$ cat src/rtl/nat_pkg.sv
package nat_pkg;
  localparam int ID_W = 10;
  localparam logic [ID_W-1:0] NO_IRQ = '1;
  typedef logic [ID_W-1:0] irq_id_t;
endpackage

$ cat src/rtl/nat_prio_port.sv
module nat_prio_port
  import nat_pkg::*;
#(
  parameter int NUM_IRQ = 64,
  parameter int PRIO_W  = 8
) (
  input  logic [NUM_IRQ*PRIO_W-1:0] tbl,
  input  irq_id_t                   id,
  output logic [PRIO_W:0]           rp
);
  localparam logic [PRIO_W:0] IDLE_RP = {1'b1, {PRIO_W{1'b0}}};

  // Out-of-range IDs (including the spurious one) read as idle priority.
  always_comb begin
    rp = IDLE_RP;
    if (id < ID_W'(NUM_IRQ))
      rp = {1'b0, tbl[int'(id)*PRIO_W +: PRIO_W]};
  end
endmodule

$ cat src/rtl/nat_link_mem.sv
module nat_link_mem
  import nat_pkg::*;
#(
  parameter int NUM_IRQ = 64
) (
  input  logic    clk,
  input  logic    rst,
  input  logic    we,
  input  irq_id_t waddr,
  input  irq_id_t wdata,
  input  irq_id_t raddr_a,
  output irq_id_t rdata_a,
  input  irq_id_t raddr_b,
  output irq_id_t rdata_b
);
  localparam int IDX_W = (NUM_IRQ > 1) ? $clog2(NUM_IRQ) : 1;

  irq_id_t mem [NUM_IRQ];

  always_ff @(posedge clk) begin
    if (rst) begin
      for (int i = 0; i < NUM_IRQ; i++) mem[i] <= NO_IRQ;
    end else if (we && waddr < ID_W'(NUM_IRQ)) begin
      mem[waddr[IDX_W-1:0]] <= wdata;
    end
  end

  assign rdata_a = (raddr_a < ID_W'(NUM_IRQ)) ? mem[raddr_a[IDX_W-1:0]] : NO_IRQ;
  assign rdata_b = (raddr_b < ID_W'(NUM_IRQ)) ? mem[raddr_b[IDX_W-1:0]] : NO_IRQ;
endmodule

$ cat src/rtl/nat_chain_walk.sv
module nat_chain_walk
  import nat_pkg::*;
#(
  parameter int NUM_IRQ = 64
) (
  input  logic    clk,
  input  logic    rst,
  input  logic    start,
  input  irq_id_t start_cur,
  input  irq_id_t start_tgt,
  input  irq_id_t link_cur,
  input  irq_id_t link_tgt,
  output logic    busy,
  output irq_id_t cur,
  output irq_id_t tgt,
  output logic    splice_we,
  output irq_id_t splice_addr,
  output irq_id_t splice_data
);
  localparam int HOP_W = $clog2(NUM_IRQ + 1);

  logic [HOP_W-1:0] hops;
  logic             hit;
  logic             dead_end;

  assign hit      = busy && (link_cur == tgt);
  assign dead_end = (link_cur == NO_IRQ) || (hops == HOP_W'(NUM_IRQ - 1));

  assign splice_we   = hit;
  assign splice_addr = cur;
  assign splice_data = link_tgt;

  always_ff @(posedge clk) begin
    if (rst) begin
      busy <= 1'b0;
      cur  <= NO_IRQ;
      tgt  <= NO_IRQ;
      hops <= '0;
    end else if (!busy) begin
      if (start) begin
        busy <= 1'b1;
        cur  <= start_cur;
        tgt  <= start_tgt;
        hops <= '0;
      end
    end else if (hit || dead_end) begin
      busy <= 1'b0;
    end else begin
      cur  <= link_cur;
      hops <= hops + 1'b1;
    end
  end
endmodule

$ cat src/rtl/nest_active_tracker.sv
module nest_active_tracker
  import nat_pkg::*;
#(
  parameter int NUM_IRQ = 64,
  parameter int PRIO_W  = 8
) (
  input  logic                      clk,
  input  logic                      rst,
  input  logic                      ack_req,
  input  logic [9:0]                hp_id,
  input  logic                      eoi_req,
  input  logic [9:0]                eoi_id,
  input  logic [NUM_IRQ*PRIO_W-1:0] prio_tbl,
  input  logic [NUM_IRQ-1:0]        cfg_all_cpu,
  input  logic [NUM_IRQ-1:0]        cfg_edge,
  input  logic [NUM_IRQ-1:0]        irq_enabled,
  input  logic [NUM_IRQ-1:0]        irq_line,
  input  logic [NUM_IRQ-1:0]        irq_targeted,
  output logic                      ack_valid,
  output logic [9:0]                ack_id,
  output logic [9:0]                run_id,
  output logic [PRIO_W:0]           run_prio,
  output logic                      busy,
  output logic                      clr_req,
  output logic [9:0]                clr_id,
  output logic                      clr_all,
  output logic                      set_req,
  output logic [9:0]                set_id
);
  localparam int IDX_W = (NUM_IRQ > 1) ? $clog2(NUM_IRQ) : 1;
  localparam logic [PRIO_W:0] IDLE_RP = {1'b1, {PRIO_W{1'b0}}};

  logic [PRIO_W:0] cand_rp, restore_rp;
  irq_id_t link_a, link_b, raddr_a;
  irq_id_t walk_cur, walk_tgt;
  irq_id_t splice_addr, splice_data;
  logic    splice_we;
  logic    hp_in_range, eoi_in_range;
  logic    ack_grant, eoi_ok, eoi_top, walk_start, refire;
  logic [IDX_W-1:0] hp_idx, eoi_idx;
  logic    mem_we;
  irq_id_t mem_waddr, mem_wdata;

  assign hp_in_range  = hp_id < ID_W'(NUM_IRQ);
  assign eoi_in_range = eoi_id < ID_W'(NUM_IRQ);
  assign hp_idx       = hp_id[IDX_W-1:0];
  assign eoi_idx      = eoi_id[IDX_W-1:0];

  nat_prio_port #(.NUM_IRQ(NUM_IRQ), .PRIO_W(PRIO_W)) u_cand_prio (
    .tbl(prio_tbl), .id(hp_id), .rp(cand_rp)
  );

  nat_prio_port #(.NUM_IRQ(NUM_IRQ), .PRIO_W(PRIO_W)) u_restore_prio (
    .tbl(prio_tbl), .id(link_a), .rp(restore_rp)
  );

  // Acknowledge wins over a same-cycle completion; nothing is taken while walking.
  assign ack_grant  = ack_req && !busy && hp_in_range && (cand_rp < run_prio);
  assign eoi_ok     = eoi_req && !busy && !ack_req && eoi_in_range && (run_id != NO_IRQ);
  assign eoi_top    = eoi_ok && (eoi_id == run_id);
  assign walk_start = eoi_ok && !eoi_top;
  assign refire     = eoi_ok && !cfg_edge[eoi_idx] && irq_enabled[eoi_idx]
                      && irq_line[eoi_idx] && irq_targeted[eoi_idx];

  assign raddr_a   = busy ? walk_cur : run_id;
  assign mem_we    = ack_grant || splice_we;
  assign mem_waddr = ack_grant ? hp_id : splice_addr;
  assign mem_wdata = ack_grant ? run_id : splice_data;

  nat_link_mem #(.NUM_IRQ(NUM_IRQ)) u_links (
    .clk(clk), .rst(rst),
    .we(mem_we), .waddr(mem_waddr), .wdata(mem_wdata),
    .raddr_a(raddr_a), .rdata_a(link_a),
    .raddr_b(walk_tgt), .rdata_b(link_b)
  );

  nat_chain_walk #(.NUM_IRQ(NUM_IRQ)) u_walk (
    .clk(clk), .rst(rst),
    .start(walk_start), .start_cur(run_id), .start_tgt(eoi_id),
    .link_cur(link_a), .link_tgt(link_b),
    .busy(busy), .cur(walk_cur), .tgt(walk_tgt),
    .splice_we(splice_we), .splice_addr(splice_addr), .splice_data(splice_data)
  );

  always_ff @(posedge clk) begin
    if (rst) begin
      run_id    <= NO_IRQ;
      run_prio  <= IDLE_RP;
      ack_valid <= 1'b0;
      ack_id    <= NO_IRQ;
      clr_req   <= 1'b0;
      clr_id    <= NO_IRQ;
      clr_all   <= 1'b0;
      set_req   <= 1'b0;
      set_id    <= NO_IRQ;
    end else begin
      ack_valid <= ack_req && !busy;
      ack_id    <= ack_grant ? hp_id : NO_IRQ;
      clr_req   <= ack_grant;
      clr_id    <= ack_grant ? hp_id : NO_IRQ;
      clr_all   <= ack_grant && cfg_all_cpu[hp_idx];
      set_req   <= refire;
      set_id    <= refire ? eoi_id : NO_IRQ;
      if (ack_grant) begin
        run_id   <= hp_id;
        run_prio <= cand_rp;
      end else if (eoi_top) begin
        run_id   <= link_a;
        run_prio <= restore_rp;
      end
    end
  end
endmodule

$ cat config.mk
export PLATFORM = sky130hd
export DESIGN_NAME = nest_active_tracker
export DESIGN_NICKNAME = d
export VERILOG_FILES = /design/src/rtl/nat_pkg.sv /design/src/rtl/nat_prio_port.sv /design/src/rtl/nat_link_mem.sv /design/src/rtl/nat_chain_walk.sv /design/src/rtl/nest_active_tracker.sv
export SDC_FILE = /design/constraint.sdc
export NUM_CORES = 2
export LEC_CHECK = 0
export CORE_AREA = 8 8 353 355
export CTS_BUF_LIST = sky130_fd_sc_hd__clkbuf_2 sky130_fd_sc_hd__clkbuf_4 sky130_fd_sc_hd__clkbuf_8
export DETAILED_ROUTE_END_ITERATION = 8
export DIE_AREA = 0 0 361 363
export PLACE_DENSITY = 0.76
export SETUP_SLACK_MARGIN = 0.1
export SLEW_MARGIN = 20
export SYNTH_ARGS = -nofsm -noshare
export SYNTH_HDL_FRONTEND = slang
export SYNTH_HIERARCHICAL = 1
export SYNTH_SLANG_ARGS = --single-unit
$ cat constraint.sdc
create_clock -name clk -period 7.2 [get_ports clk]
set_input_delay 1.44 -clock clk [delete_from_list [all_inputs] [get_ports clk]]
set_output_delay 1.44 -clock clk [all_outputs]
set_load 0.05 [all_outputs]
======== Yosys cells after proc, flatten, opt, wreduce, memory -nomap -nowiden ========
Memory sizes are Yosys's and may differ from the RTL's. A register that Yosys moved wholly into a read port is not among the register bits.
Cells that the tools add are included.
word-level totals
  register bits after elaboration ......... 71
  bits in latches ......................... 0
  bits in writable memories ............... 640
  ROM bits ................................ 0
  input bits .............................. 856
  memories ................................ 1
cells by class
  add/subtract/negate cells ............... 1
  multipliers ............................. 0
  div/mod/pow operators ................... 0
  magnitude comparators ................... 9
  eq/ne operators ......................... 6
  shift-type cells ........................ 2
  multiplexer cells ....................... 40
  bitwise operators ....................... 3
  reduce and logical (&&, ||, !) cells .... 30
memories
  memory       words  width  rd ports  clocked after memory_dff  wr ports  line                RTL
  u_links.mem  64     10     2         1                         64        nat_link_mem.sv:18  irq_id_t mem [NUM_IRQ];
operators by type and width
  operator                                                                        count
  512-bit by 14-bit indexed part select with 8-bit output                         2
  10-bit two-way mux                                                              11
  10-bit by 7-bit less-than comparator with 1-bit output (second input constant)  6
  9-bit two-way mux                                                               4
  1-bit binary-select mux with 6-bit select                                       5
  7-bit two-way mux                                                               3
  10-bit == test                                                                  2
  6-bit two-way mux                                                               3
  1-bit logical AND                                                               16
  6-bit by 7-bit less-than comparator with 1-bit output (second input constant)   2
  1-bit two-way mux                                                               14
  10-bit == test (second input constant)                                          1
  10-bit != test (second input constant)                                          1
  10-bit OR reduction                                                             1
  9-bit less-than comparator                                                      1
  7-bit by 1-bit adder with 7-bit output (second input constant)                  1
  7-bit by 6-bit == test with 1-bit output (second input constant)                1
  1-bit zero test                                                                 4
  2-bit AND reduction                                                             2
  2-bit nonzero test                                                              2
  2-bit OR reduction                                                              2
  1-bit logical OR                                                                3
  1-bit inverter                                                                  3
  2-bit != test (second input constant)                                           1

======== Logic depth before layout (Yosys ltp) ========
  depth after elaboration ................. 12
  depth in mapped cells ................... 25
  depth with buffers taken out ............ 16

======== By module ========
The synthesis kept the hierarchy.
by module, submodules not included
  module               times used  cells each  area each (sq um)
  nat_link_mem         1           2515        35061.1
  nat_prio_port        2           306         4309.1
  nest_active_tracker  1           474         3971.3
  nat_chain_walk       1           172         1616.6

======== Worst setup path before layout ========
OpenSTA, ideal clock, no wires.
  path kind ............................... input to register
  start ................................... input port hp_id[0]
  end ..................................... memory u_links/mem[44][0] in the netlist's numbering (enable)
  library setup time ...................... 0.379 ns
  data arrival time ....................... 6.556 ns
  setup slack ............................. 0.265 ns
  stages .................................. 20
  buffers on the path ..................... 7
  path through ............................ buf_6 > buf_12 > buf_12 > mux4_2 > mux4_2 > nand2_1 > o211ai_1 > ha_1 > a21o_1 > a221oi_1 > o21ai_1 > clkbuf_1 > and2_1 > or4_1 > or4b_1 > buf_2 > or3b_1 > buf_6 > buf_2 > o21bai_1
RTL lines
  item         line                       RTL
  from (decl)  nest_active_tracker.sv:10  input logic [9:0] hp_id,
  to (decl)    nat_link_mem.sv:18

==> metrics.txt <==
Comb pwr share=between 10% and 20%; f_max=between 150 and 200 MHz; top post-synthesis cells by count=edfxtp_1 (640), or3_1 (574), mux4_2 (561), clkbuf_1 (299), nand2_1 (232); Synth cell types=77; Critical Path Fanout Max=slightly above 50; DRC viols=0; CTS Sinks=a little over 700; Post-synth top flop=edfxtp_1; NetSw=between 2 and 2.5 mW; CP arrival=7.10 ns; count leader, synth=edfxtp_1; post-synth top area share=between 30% and 40%; Seq/Total Area, Yosys=around two fifths; kind of critical path=input port to flop; Worst EP required=7.66 ns; FF+latch count, synth=between 700 and 800; Max stage delay on crit path=between 0.6 and 0.7 ns; GR Layer Usage met1=between 40% and 50%; Worst-Margin Slew=about 1.2 ns; most frequent CP cell=buf_4; Fin Setup TNS=0 ns; final hold vios=0; Ports=between 900 and 1000; unrepaired setup endpoints after global routing=false; global route hottest layer=met2; vias in the first global route=approximately 41000; Post-Syn Nets=between 4000 and 5000; worst hold slack=0.474 ns; Synth Cell Area=approximately 0.05 mm2; Area contributors post-synth=edfxtp_1 (39%), mux4_2 (26%), or3_1 (7.3%); post-placement cell area=0.0614 mm2; final core area utilization=53.6%; Post-synth EDFFs=640; largest net degree at the start of global routing=between 90 and 100; GPL Wtd Cong=roughly 1.0; Critical Path Source Type=input port; crit share post-route=92.4%; Max clock buf depth=3; total wire length=approximately 230 mm; first drt pass iteration count=8; sequential power share=a little under half; GRT overflow=0; Die Height=363 um; Bufs and invs on worst path=5; clk_skew=0.0797 ns; I/O Buffers=roughly 910; Final Cell Area=0.0638 mm2; Max-Cap Viols=0; # fillers=around 10000; Synth Area per Inst=between 10 and 15 um2; Worst-Skew Late Latency=around 0.80 ns; met2 usage=roughly half; Final Power=9.51 mW; Initial Util=between 40% and 50%; leading area contributor after synthesis=edfxtp_1; die area=~0.13 mm2; pins over their slew limit=0; CP top delay family=simple AND/OR/NAND/NOR gates; first-pass GRT wire length=about 320 mm; slowest CP cell=clkdlybuf4s50_1; clock power share=between 30% and 40%; Pint=7.17 mW; GRT met3 Usage=approximately 15%; die width=~360 um; layout cells sized above 1=between 20% and 30%; initial antenna violation count=63; Worst-path clk slew=0.06 ns; CTS tree=done; Sw Ratio=between 20 and 25%; YS warnings=6; vias=42918; gr usage total=between 30% and 40%; vias per cell=6.79; hold buffers post-CTS=0; H-tree depth=3; normalized max-slew margin=17.7%; HPWL Detailed=179 mm; Core Box Area=between 0.1 and 0.15 mm2; crit path cell chain=clkdlybuf4s50_1, mux4_2, mux2i_1, buf_4, a21oi_1, nand3_1, o211ai_1, ha_1, a21o_1, a221oi_1, buf_4, o21ai_4, and2_1, or4_1, or4b_1, or3b_2, buf_12, o21bai_1, buf_4; Min-Delay Path Class=flop to flop; status=finished clean; area delta synth->final=29.5%; Peak VDD IR=0.125 mV; root buffer cell=clkbuf_8; Worst setup EP type=flop; initial drt markers=7063; wire length per cell=36.9 um; Post-Syn Instances=about 3800; FF+latch area=about 0.021 mm2; Leak Pwr=approximately 20 nW; final setup fails=0; number of post-CTS setup repair buffers=0; PwrDens=approximately 150 mW/mm2; CTS Buf Count=around 120; Final nets=5520; Tmin final=between 6 and 7 ns; Synth async-reset ratio=0%; num rows=between 100 and 150; Post-CTS Resized=0; post-route ant nets=0; footprint of the multi-input gates=0.0263 mm2
-- registers in the layout, summed over array words and instances, names as in the netlist --
name / flops
u_links/mem: 640
clr_req: 1
clr_id: 10
u_walk/busy: 1
run_prio: 9
ack_valid: 1
u_walk/hops: 7
u_walk/tgt: 10
set_id: 10
set_req: 1
u_walk/cur: 10
run_id: 10
clr_all: 1
-- worst paths after layout --
check	startpoint	endpoint	slack (ns)	depth (start not counted)
min reg2reg	u_walk/hops[6]	u_walk/hops[6]	0.47	1
max	prio_tbl[445]	u_links/mem[52][8]	0.55	19
min	u_walk/hops[6]	u_walk/hops[6]	0.47	1
max reg2reg	u_walk/busy	run_prio[5]	0.81	16
-- power by group through the flow --
| stage | sequential (mW) | clock (mW) | combinational [mW] |
|---|---|---|---|
| after floorplan | 4.57 | 0 | 0.507 |
| after global placement | 4.57 | 0 | 1.37 |
| after detailed placement | 4.57 | 0 | 1.38 |
| after CTS | 4.48 | 3.63 | 1.39 |
| after global routing | 4.48 | 3.81 | 1.46 |
| final | 4.48 | 3.60 | 1.43 |
-- logic make-up after synthesis --
family | after synthesis | share of synthesized area, %
DFF | 711 | 41.9
adders and majority gates | 9 | 0.229
and+or+nand+nor | 1282 | 14.8
muxes | 806 | 30.9
xor gates and xnor gates | 20 | 0.356
buffers and inverters | 509 | 5.16
AOI/OAI and AO/OA | 436 | 6.59
-- through the flow --
| stage | setup slack, ns | std cells |
|---|---|---|
| 2_1_floorplan | 0.265 | 3773 |
| 3_3_place_gp | -0.133 | 6085 |
| 3_5_place_dp | -0.0942 | 6085 |
| 4_1_cts | 0.674 | 6294 |
| 5_1_grt | 0.375 | 6308 |
| 6_report | 0.550 | 6325 |
-- cells in the final DEF (no fill, tap or decap), types with 18 or more instances in the layout --
| master | n |
|---|---|
| a211oi_1 | 20 |
| a21o_1 | 27 |
| a21oi_1 | 39 |
| a221oi_1 | 19 |
| a22oi_1 | 79 |
| buf_12 | 67 |
| buf_4 | 278 |
| clkbuf_4 | 33 |
| clkbuf_8 | 116 |
| clkdlybuf4s50_1 | 901 |
| clkinv_1 | 27 |
| clkinv_2 | 20 |
| dfxtp_1 | 66 |
| diode_2 | 31 |
| edfxtp_1 | 640 |
| inv_1 | 19 |
| mux2i_1 | 219 |
| mux4_2 | 561 |
| nand2_1 | 221 |
| nand2b_1 | 39 |
| nand3_1 | 74 |
| nand4_1 | 38 |
| nand4b_1 | 31 |
| nor2_1 | 68 |
| nor2b_1 | 46 |
| o2111ai_1 | 20 |
| o211ai_1 | 26 |
| o21ai_0 | 27 |
| o21bai_1 | 41 |
| o22ai_1 | 22 |
| or2_2 | 88 |
| or3_1 | 574 |
| xnor2_1 | 18 |
-- per-layer routing --
metal	vias up	routed length, um
met4	56	7540
met5	-	366
met2	3600	99800
li1	17097	-
met1	21696	86700
met3	469	39100
-- final cells by class --
class,instances,share of cell area (%)
antenna,31,0.122
tap,1548,3.04
inverter,21,0.124
sequential,711,32.4
multi-input combinational,2553,41.2
clock buffer,149,2.89
clock inverter,60,0.741
timing repair buffer,1252,19.6
Note: power is estimated with default switching activity, not from simulation.
